## src/rtl/mpbf_pkg.sv

```systemverilog
package mpbf_pkg;
  localparam real PI = 3.141592653589793;

  // Scaled interpolation factor cos(pi/nph)*sin(step*i/lut_n)/sin(step)
  function automatic int coef_f(input int i, input int lut_n, input int nph, input int cf);
    real step;
    real v;
    step = 2.0 * PI / nph;
    v = $cos(PI / nph) * $sin(step * i / lut_n) / $sin(step);
    return $rtoi(v * (2.0 ** cf) + 0.5);
  endfunction
endpackage

```

## src/rtl/mpbf_combine.sv

```systemverilog
module mpbf_combine #(
  parameter int PH_W  = 16,
  parameter int AMP_W = 16,
  parameter int PQ_W  = 9
) (
  input  logic             clk_i,
  input  logic             rst_ni,
  input  logic             valid_i,
  input  logic             load_i,
  input  logic [AMP_W-1:0] amp_i,
  input  logic [PH_W-1:0]  ph_i,
  output logic             vld_o,
  output logic [AMP_W-1:0] amp_o,
  output logic [PQ_W-1:0]  ph_o
);
  logic [AMP_W-1:0] beam_amp_q;
  logic [PH_W-1:0]  beam_ph_q;

  always_ff @(posedge clk_i or negedge rst_ni) begin
    if (!rst_ni) begin
      beam_amp_q <= '1;
      beam_ph_q  <= '0;
      vld_o      <= 1'b0;
      amp_o      <= '0;
      ph_o       <= '0;
    end else begin
      vld_o <= valid_i;
      if (valid_i) begin
        if (load_i) begin
          beam_amp_q <= amp_i;
          beam_ph_q  <= ph_i;
          amp_o      <= amp_i;
          ph_o       <= ph_i[PH_W-1 -: PQ_W];
        end else begin
          amp_o <= AMP_W'(({{AMP_W{1'b0}}, amp_i} * {{AMP_W{1'b0}}, beam_amp_q}) >> AMP_W);
          // modulo-turn phase: carry out of the top bit is dropped
          ph_o  <= PQ_W'(PH_W'(ph_i + beam_ph_q) >> (PH_W - PQ_W));
        end
      end
    end
  end
endmodule

```

## src/rtl/mpbf_coef_lut.sv

```systemverilog
module mpbf_coef_lut #(
  parameter int AMP_W  = 16,
  parameter int SEL_W  = 4,
  parameter int LUT_AW = 5,
  parameter int CF_W   = 14,
  localparam int NPH   = 2 ** SEL_W,
  localparam int LUT_N = 2 ** LUT_AW,
  localparam int CO_W  = CF_W + 1
) (
  input  logic                    clk_i,
  input  logic                    rst_ni,
  input  logic                    vld_i,
  input  logic [AMP_W-1:0]        amp_i,
  input  logic [SEL_W+LUT_AW-1:0] ph_i,
  output logic                    vld_o,
  output logic [AMP_W-1:0]        amp_o,
  output logic [SEL_W-1:0]        sel_o,
  output logic [CO_W-1:0]         coef_a_o,
  output logic [CO_W-1:0]         coef_b_o
);
  logic [CO_W-1:0]   lut [LUT_N+1];
  logic [LUT_AW-1:0] idx;
  logic [LUT_AW:0]   idx_a;

  for (genvar g = 0; g <= LUT_N; g++) begin : g_lut
    assign lut[g] = CO_W'(mpbf_pkg::coef_f(g, LUT_N, NPH, CF_W));
  end

  assign idx   = ph_i[LUT_AW-1:0];
  assign idx_a = (LUT_AW+1)'(LUT_N) - {1'b0, idx};

  always_ff @(posedge clk_i or negedge rst_ni) begin
    if (!rst_ni) begin
      vld_o    <= 1'b0;
      amp_o    <= '0;
      sel_o    <= '0;
      coef_a_o <= '0;
      coef_b_o <= '0;
    end else begin
      vld_o <= vld_i;
      if (vld_i) begin
        amp_o    <= amp_i;
        sel_o    <= ph_i[SEL_W+LUT_AW-1 -: SEL_W];
        coef_a_o <= lut[idx_a];
        coef_b_o <= lut[idx];
      end
    end
  end
endmodule

```

## src/rtl/mpbf_weight.sv

```systemverilog
module mpbf_weight #(
  parameter int AMP_W = 16,
  parameter int SEL_W = 4,
  parameter int CF_W  = 14,
  parameter int K     = 9,
  localparam int CO_W = CF_W + 1,
  localparam int WT_W = K + 1,
  localparam int PW   = AMP_W + CO_W,
  localparam int SH   = AMP_W + CF_W - K
) (
  input  logic             clk_i,
  input  logic             rst_ni,
  input  logic             vld_i,
  input  logic [AMP_W-1:0] amp_i,
  input  logic [SEL_W-1:0] sel_i,
  input  logic [CO_W-1:0]  coef_a_i,
  input  logic [CO_W-1:0]  coef_b_i,
  output logic             vld_o,
  output logic [SEL_W-1:0] sel_o,
  output logic [WT_W-1:0]  n1_o,
  output logic [WT_W-1:0]  n2_o
);
  localparam logic [PW-1:0]   FULL_P = PW'(2 ** K);
  localparam logic [WT_W-1:0] FULL_W = WT_W'(2 ** K);
  localparam logic [PW-1:0]   RND    = PW'(1) << (SH - 1);

  logic [PW-1:0]   ra, rb;
  logic [WT_W-1:0] na, nb, na_s;
  logic [WT_W:0]   sum;

  assign ra  = (PW'(amp_i) * PW'(coef_a_i) + RND) >> SH;
  assign rb  = (PW'(amp_i) * PW'(coef_b_i) + RND) >> SH;
  assign na  = (ra > FULL_P) ? FULL_W : ra[WT_W-1:0];
  assign nb  = (rb > FULL_P) ? FULL_W : rb[WT_W-1:0];
  assign sum = {1'b0, na} + {1'b0, nb};
  // trim the leading weight if rounding pushed the pair past full scale
  assign na_s = (sum > {1'b0, FULL_W}) ? (FULL_W - nb) : na;

  always_ff @(posedge clk_i or negedge rst_ni) begin
    if (!rst_ni) begin
      vld_o <= 1'b0;
      sel_o <= '0;
      n1_o  <= '0;
      n2_o  <= '0;
    end else begin
      vld_o <= vld_i;
      if (vld_i) begin
        sel_o <= sel_i;
        n1_o  <= na_s;
        n2_o  <= nb;
      end
    end
  end
endmodule

```

## src/rtl/mpbf_decoder.sv

```systemverilog
module mpbf_decoder #(
  parameter int PH_W   = 16,
  parameter int AMP_W  = 16,
  parameter int SEL_W  = 4,
  parameter int LUT_AW = 5,
  parameter int CF_W   = 14,
  parameter int K      = 9,
  localparam int PQ_W  = SEL_W + LUT_AW,
  localparam int CO_W  = CF_W + 1,
  localparam int WT_W  = K + 1
) (
  input  logic             clk_i,
  input  logic             rst_ni,
  input  logic             valid_i,
  input  logic             load_i,
  input  logic [AMP_W-1:0] amp_i,
  input  logic [PH_W-1:0]  ph_i,
  output logic             valid_o,
  output logic [SEL_W-1:0] sel_o,
  output logic [WT_W-1:0]  n1_o,
  output logic [WT_W-1:0]  n2_o
);
  logic             s1_vld, s2_vld;
  logic [AMP_W-1:0] s1_amp, s2_amp;
  logic [PQ_W-1:0]  s1_ph;
  logic [SEL_W-1:0] s2_sel;
  logic [CO_W-1:0]  s2_ca, s2_cb;

  mpbf_combine #(.PH_W(PH_W), .AMP_W(AMP_W), .PQ_W(PQ_W)) u_combine (
    .clk_i, .rst_ni, .valid_i, .load_i, .amp_i, .ph_i,
    .vld_o(s1_vld), .amp_o(s1_amp), .ph_o(s1_ph)
  );

  mpbf_coef_lut #(.AMP_W(AMP_W), .SEL_W(SEL_W), .LUT_AW(LUT_AW), .CF_W(CF_W)) u_lut (
    .clk_i, .rst_ni, .vld_i(s1_vld), .amp_i(s1_amp), .ph_i(s1_ph),
    .vld_o(s2_vld), .amp_o(s2_amp), .sel_o(s2_sel), .coef_a_o(s2_ca), .coef_b_o(s2_cb)
  );

  mpbf_weight #(.AMP_W(AMP_W), .SEL_W(SEL_W), .CF_W(CF_W), .K(K)) u_weight (
    .clk_i, .rst_ni, .vld_i(s2_vld), .amp_i(s2_amp), .sel_i(s2_sel),
    .coef_a_i(s2_ca), .coef_b_i(s2_cb),
    .vld_o(valid_o), .sel_o, .n1_o, .n2_o
  );
endmodule

```

## config.mk

```make
export PLATFORM = sky130hd
export DESIGN_NAME = mpbf_decoder
export DESIGN_NICKNAME = d
export VERILOG_FILES = /design/src/rtl/mpbf_pkg.sv /design/src/rtl/mpbf_combine.sv /design/src/rtl/mpbf_coef_lut.sv /design/src/rtl/mpbf_weight.sv /design/src/rtl/mpbf_decoder.sv
export SDC_FILE = /design/constraint.sdc
export NUM_CORES = 2
export LEC_CHECK = 0
export BUFFER_PORTS_ARGS = -buffer_cell sky130_fd_sc_hd__clkbuf_2
export CAP_MARGIN = 15
export CELL_PAD_IN_SITES_DETAIL_PLACEMENT = 1
export CELL_PAD_IN_SITES_GLOBAL_PLACEMENT = 1
export CORE_MARGIN = 2
export CORE_UTILIZATION = 30
export CTS_BUF_LIST = sky130_fd_sc_hd__clkbuf_2 sky130_fd_sc_hd__clkbuf_4 sky130_fd_sc_hd__clkbuf_8
export CTS_CLUSTER_DIAMETER = 30
export DETAILED_ROUTE_END_ITERATION = 8
export GPL_ROUTABILITY_DRIVEN = 0
export PLACE_DENSITY_LB_ADDON = 0.1
export SKIP_LAST_GASP = 1
export SYNTH_ARGS = -nofsm -noshare
export SYNTH_HDL_FRONTEND = slang
export SYNTH_SLANG_ARGS = --single-unit
export TNS_END_PERCENT = 30
```

## constraint.sdc

```tcl
create_clock -name clk_i -period 16.93 [get_ports clk_i]
set_input_delay 5.079 -clock clk_i [delete_from_list [all_inputs] [get_ports clk_i]]
set_output_delay 5.079 -clock clk_i [all_outputs]
set_load 0.1 [all_outputs]
```

==> impl_metrics.py <==
metrics = {
    "status": {
        "outcome": "completed",
    },
    "finish": {
        "nFillCells": 11649,
        "regArea_sq_mm": 0.00333,
        "fin_cells": 4639,
        "final_util_pct": 32.1,
        "multi_input_area_sq_mm": 0.0235,
        "drive_gt1_share_pct": 6.72,
        "finalNetCount": 4253,
        "stdcell_area_sq_mm": 0.0321,
        "area_growth_pct": 6.18,
    },
    "routing": {
        "drt_iter0_markers": 824,
        "dr.pass1.iters": 5,
        "detail-route-antenna-nets": 0,
        "wire_per_inst_microns": 19.7,
        "wl_microns": 91400,
        "via_per_inst": 4.81,
        "drc": 0,
        "num_vias": 22326,
    },
    "logic_synthesis": {
        "synth_top_cell_by_area": "fa_1",
        "synth-simple-area-share_pct": 16.0,
        "avgSynthCellArea_sq_um": 8.89,
        "syn-num-nets": 4329,
        "yosysWarnings": 0,
        "synthXorXnorAreaFrac_pct": 1.48,
        "ys_ff_latch": 132,
        "synth_common_cells": "inv_1, fa_1, nand2_1",
        "synth_edf_count": 0,
        "syn-cell-area_sq_mm": 0.0302,
        "ys_async_sr_fraction_pct": 100,
        "netlist-cell-type-count": 79,
        "synthFlopType": "dfrtp_1",
        "synth_top_area_share_pct": 35.1,
        "ys_top_cells_by_area": "fa_1, ha_1, dfrtp_1, inv_1, and2_1",
        "synth_compound_area_share_pct": 7.23,
        "synth-seq-area-share_pct": 11.0,
        "yosysMostFrequentCell": "inv_1",
        "synthMuxAreaShare_pct": 2.97,
        "syn_inst": 3398,
        "synth_top_family_by_area": "adder cells",
        "synthAdderAreaFrac_pct": 50.2,
    },
    "die": {
        "die_area_sq_mm": 0.103,
        "coreArea_sq_mm": 0.100,
        "floorplan.initialDensity_pct": 30.2,
        "io_pins": 61,
        "fp.dieH_microns": 321,
        "die-width_microns": 321,
        "std_cell_rows": 116,
    },
    "placed_design": {
        "postPlaceCellArea_sq_mm": 0.0317,
        "portBuffers": 60,
        "dp_hpwl_microns": 70500,
        "dp.cells": 4600,
    },
    "critical_path": {
        "worstSetupEndpointType": "flop",
        "rr_worst_depth": 32,
        "worstSetupPathType": "input port to flop",
        "start_kind": "input port",
        "cp.required_ns": 17.31,
        "r2r_slack_ns": 6.55,
        "cp_max_fo": 18,
        "cp.arrival_ns": 11.80,
    },
    "global_routing": {
        "globalRouteOverflowTotal": 0,
        "grt_pass1_vias": 25998,
        "grt_pass1_wl_microns": 149000,
        "antenna_found_initial": 5,
        "grtUsageTotal_pct": 18.6,
        "grt_max_degree": 72,
    },
    "cts": {
        "cts_tree": "built",
        "htree_levels": 4,
        "ctsResizeCount": 0,
        "post-cts-setup-buffer-count": 0,
        "clkTransAtPathRegs_ns": 0.08,
        "ctsHoldBuffers": 0,
        "cts-root-buf": "clkbuf_8",
        "clock-sinks": 132,
        "worstSkewPairLatency_ns": 0.51,
        "cts_buffers": 17,
        "cts.path.max_buffers": 2,
    },
    "min_path": {
        "hp-class": "flop to flop",
        "min_path_cells": 1,
    },
    "flow_run": {
        "cap_violations": 0,
    },
    "sta": {
        "min_period_ns": 11.43,
        "slew_headroom_pct": 30.8,
        "tightest_slew_ns": 1.04,
        "fin_skew_ns": 0.0197,
        "fmax_mhz": 87.5,
        "post-route-period-util_pct": 67.5,
        "final.setup.tns_ns": 0,
        "hold_viol": 0,
        "rsz0062_at_grt": "no",
        "finalMaxSlewViolations": 0,
        "setup_viol_count_final": 0,
    },
}
==> critical path, stage by stage <==
cell and delay (ns):
clkbuf_2 0.43, nand2_1 0.16, fa_1 0.53, inv_1 0.05, fa_1 0.53, inv_1 0.06
fa_1 0.50, inv_1 0.05, fa_1 0.54, inv_1 0.05, fa_1 0.48, inv_1 0.05
fa_1 0.44, ha_1 0.30, a21o_1 0.16, a21o_1 0.20, a2111oi_4 0.42, a21oi_1 0.24
o2111ai_1 0.31, a21oi_1 0.14, o31a_1 0.32, o21a_1 0.19, o2111a_1 0.22, or3_1 0.33
==> logic make-up (layout without fill, tap and decap cells) <==
family | after synthesis | count (layout)
muxes | 80 | 80
buffers and inverters | 893 | 830
AOI/OAI and AO/OA | 340 | 340
DFF | 132 | 132
other | 0 | 6
xor gates and xnor gates | 51 | 51
and+or+nand+nor | 1007 | 1007
adders and majority gates | 895 | 895
==> per-stage QoR <==
| stage | setup slack [ns] | hold slack, ns |
|---|---|---|
| floorplan | 5.44 | 0.352 |
| global placement | 4.89 | 0.466 |
| detailed placement | 4.90 | 0.467 |
| CTS | 5.46 | 0.484 |
| global route | 5.16 | 0.518 |
| finish | 5.50 | 0.477 |
==> sequential cells by signal (all words and copies together) (netlist names), 9 cells and up <==
register and count:
u_combine.amp_o 16, u_combine.beam_amp_q 16, u_combine.beam_ph_q 16, u_combine.ph_o 9, u_lut.amp_o 16, u_lut.coef_a_o 14
u_lut.coef_b_o 14, u_weight.n1_o 10, u_weight.n2_o 10
==> placed cells by master, fill, tap and decap left out, drive strengths merged, types with 8 or more instances in the layout <==
cell,n
nand3,17
ha,365
and2,297
xnor2,36
inv,709
nand2,482
dfrtp,116
a21oi,114
nor2,108
o21a,12
or2,8
a21o,25
a211oi,16
mux2i,13
dfstp,16
o22ai,8
o211ai,10
nand4,16
nor3,27
a31oi,11
buf,30
mux2,66
clkbuf,80
o21ai,76
or3,9
xor2,15
fa,530
==> cell type report <==
cell class	instances	area share, %
Clock buffer	21	0.823
Antenna cell	6	0.0468
Sequential cell	132	10.4
Multi-Input combinational cell	2373	73.4
Timing Repair Buffer	89	1.63
Inverter	709	8.30
Clock inverter	11	0.402
Tap cell	1298	5.06
==> routing by layer <==
layer	wire length (microns)	up-vias	GRT usage [%]
met1	41500	11789	24.2
met2	47000	197	33.8
met5	0	-	0
met4	1390	0	4.14
li1	-	10263	-
met3	1530	77	1.21
==> final timing paths <==
path,start,end
worst max-delay path,amp_i[11],u_combine.amp_o[15]$_DFFE_PN0P_
worst min-delay path,u_combine.amp_o[7]$_DFFE_PN0P_,u_combine.amp_o[7]$_DFFE_PN0P_
worst max register to register,u_lut.coef_a_o[2]$_DFFE_PN0P_,u_weight.n1_o[3]$_DFFE_PN0P_
worst min register to register,u_combine.amp_o[7]$_DFFE_PN0P_,u_combine.amp_o[7]$_DFFE_PN0P_
max in group asynchronous,rst_ni,u_combine.vld_o$_DFF_PN0_
min in group asynchronous,rst_ni,u_weight.sel_o[2]$_DFFE_PN0P_
Power is left out: the tool's default activity adds up to more than one toggle a clock period on the data nets, which glitch-free logic cannot reach.
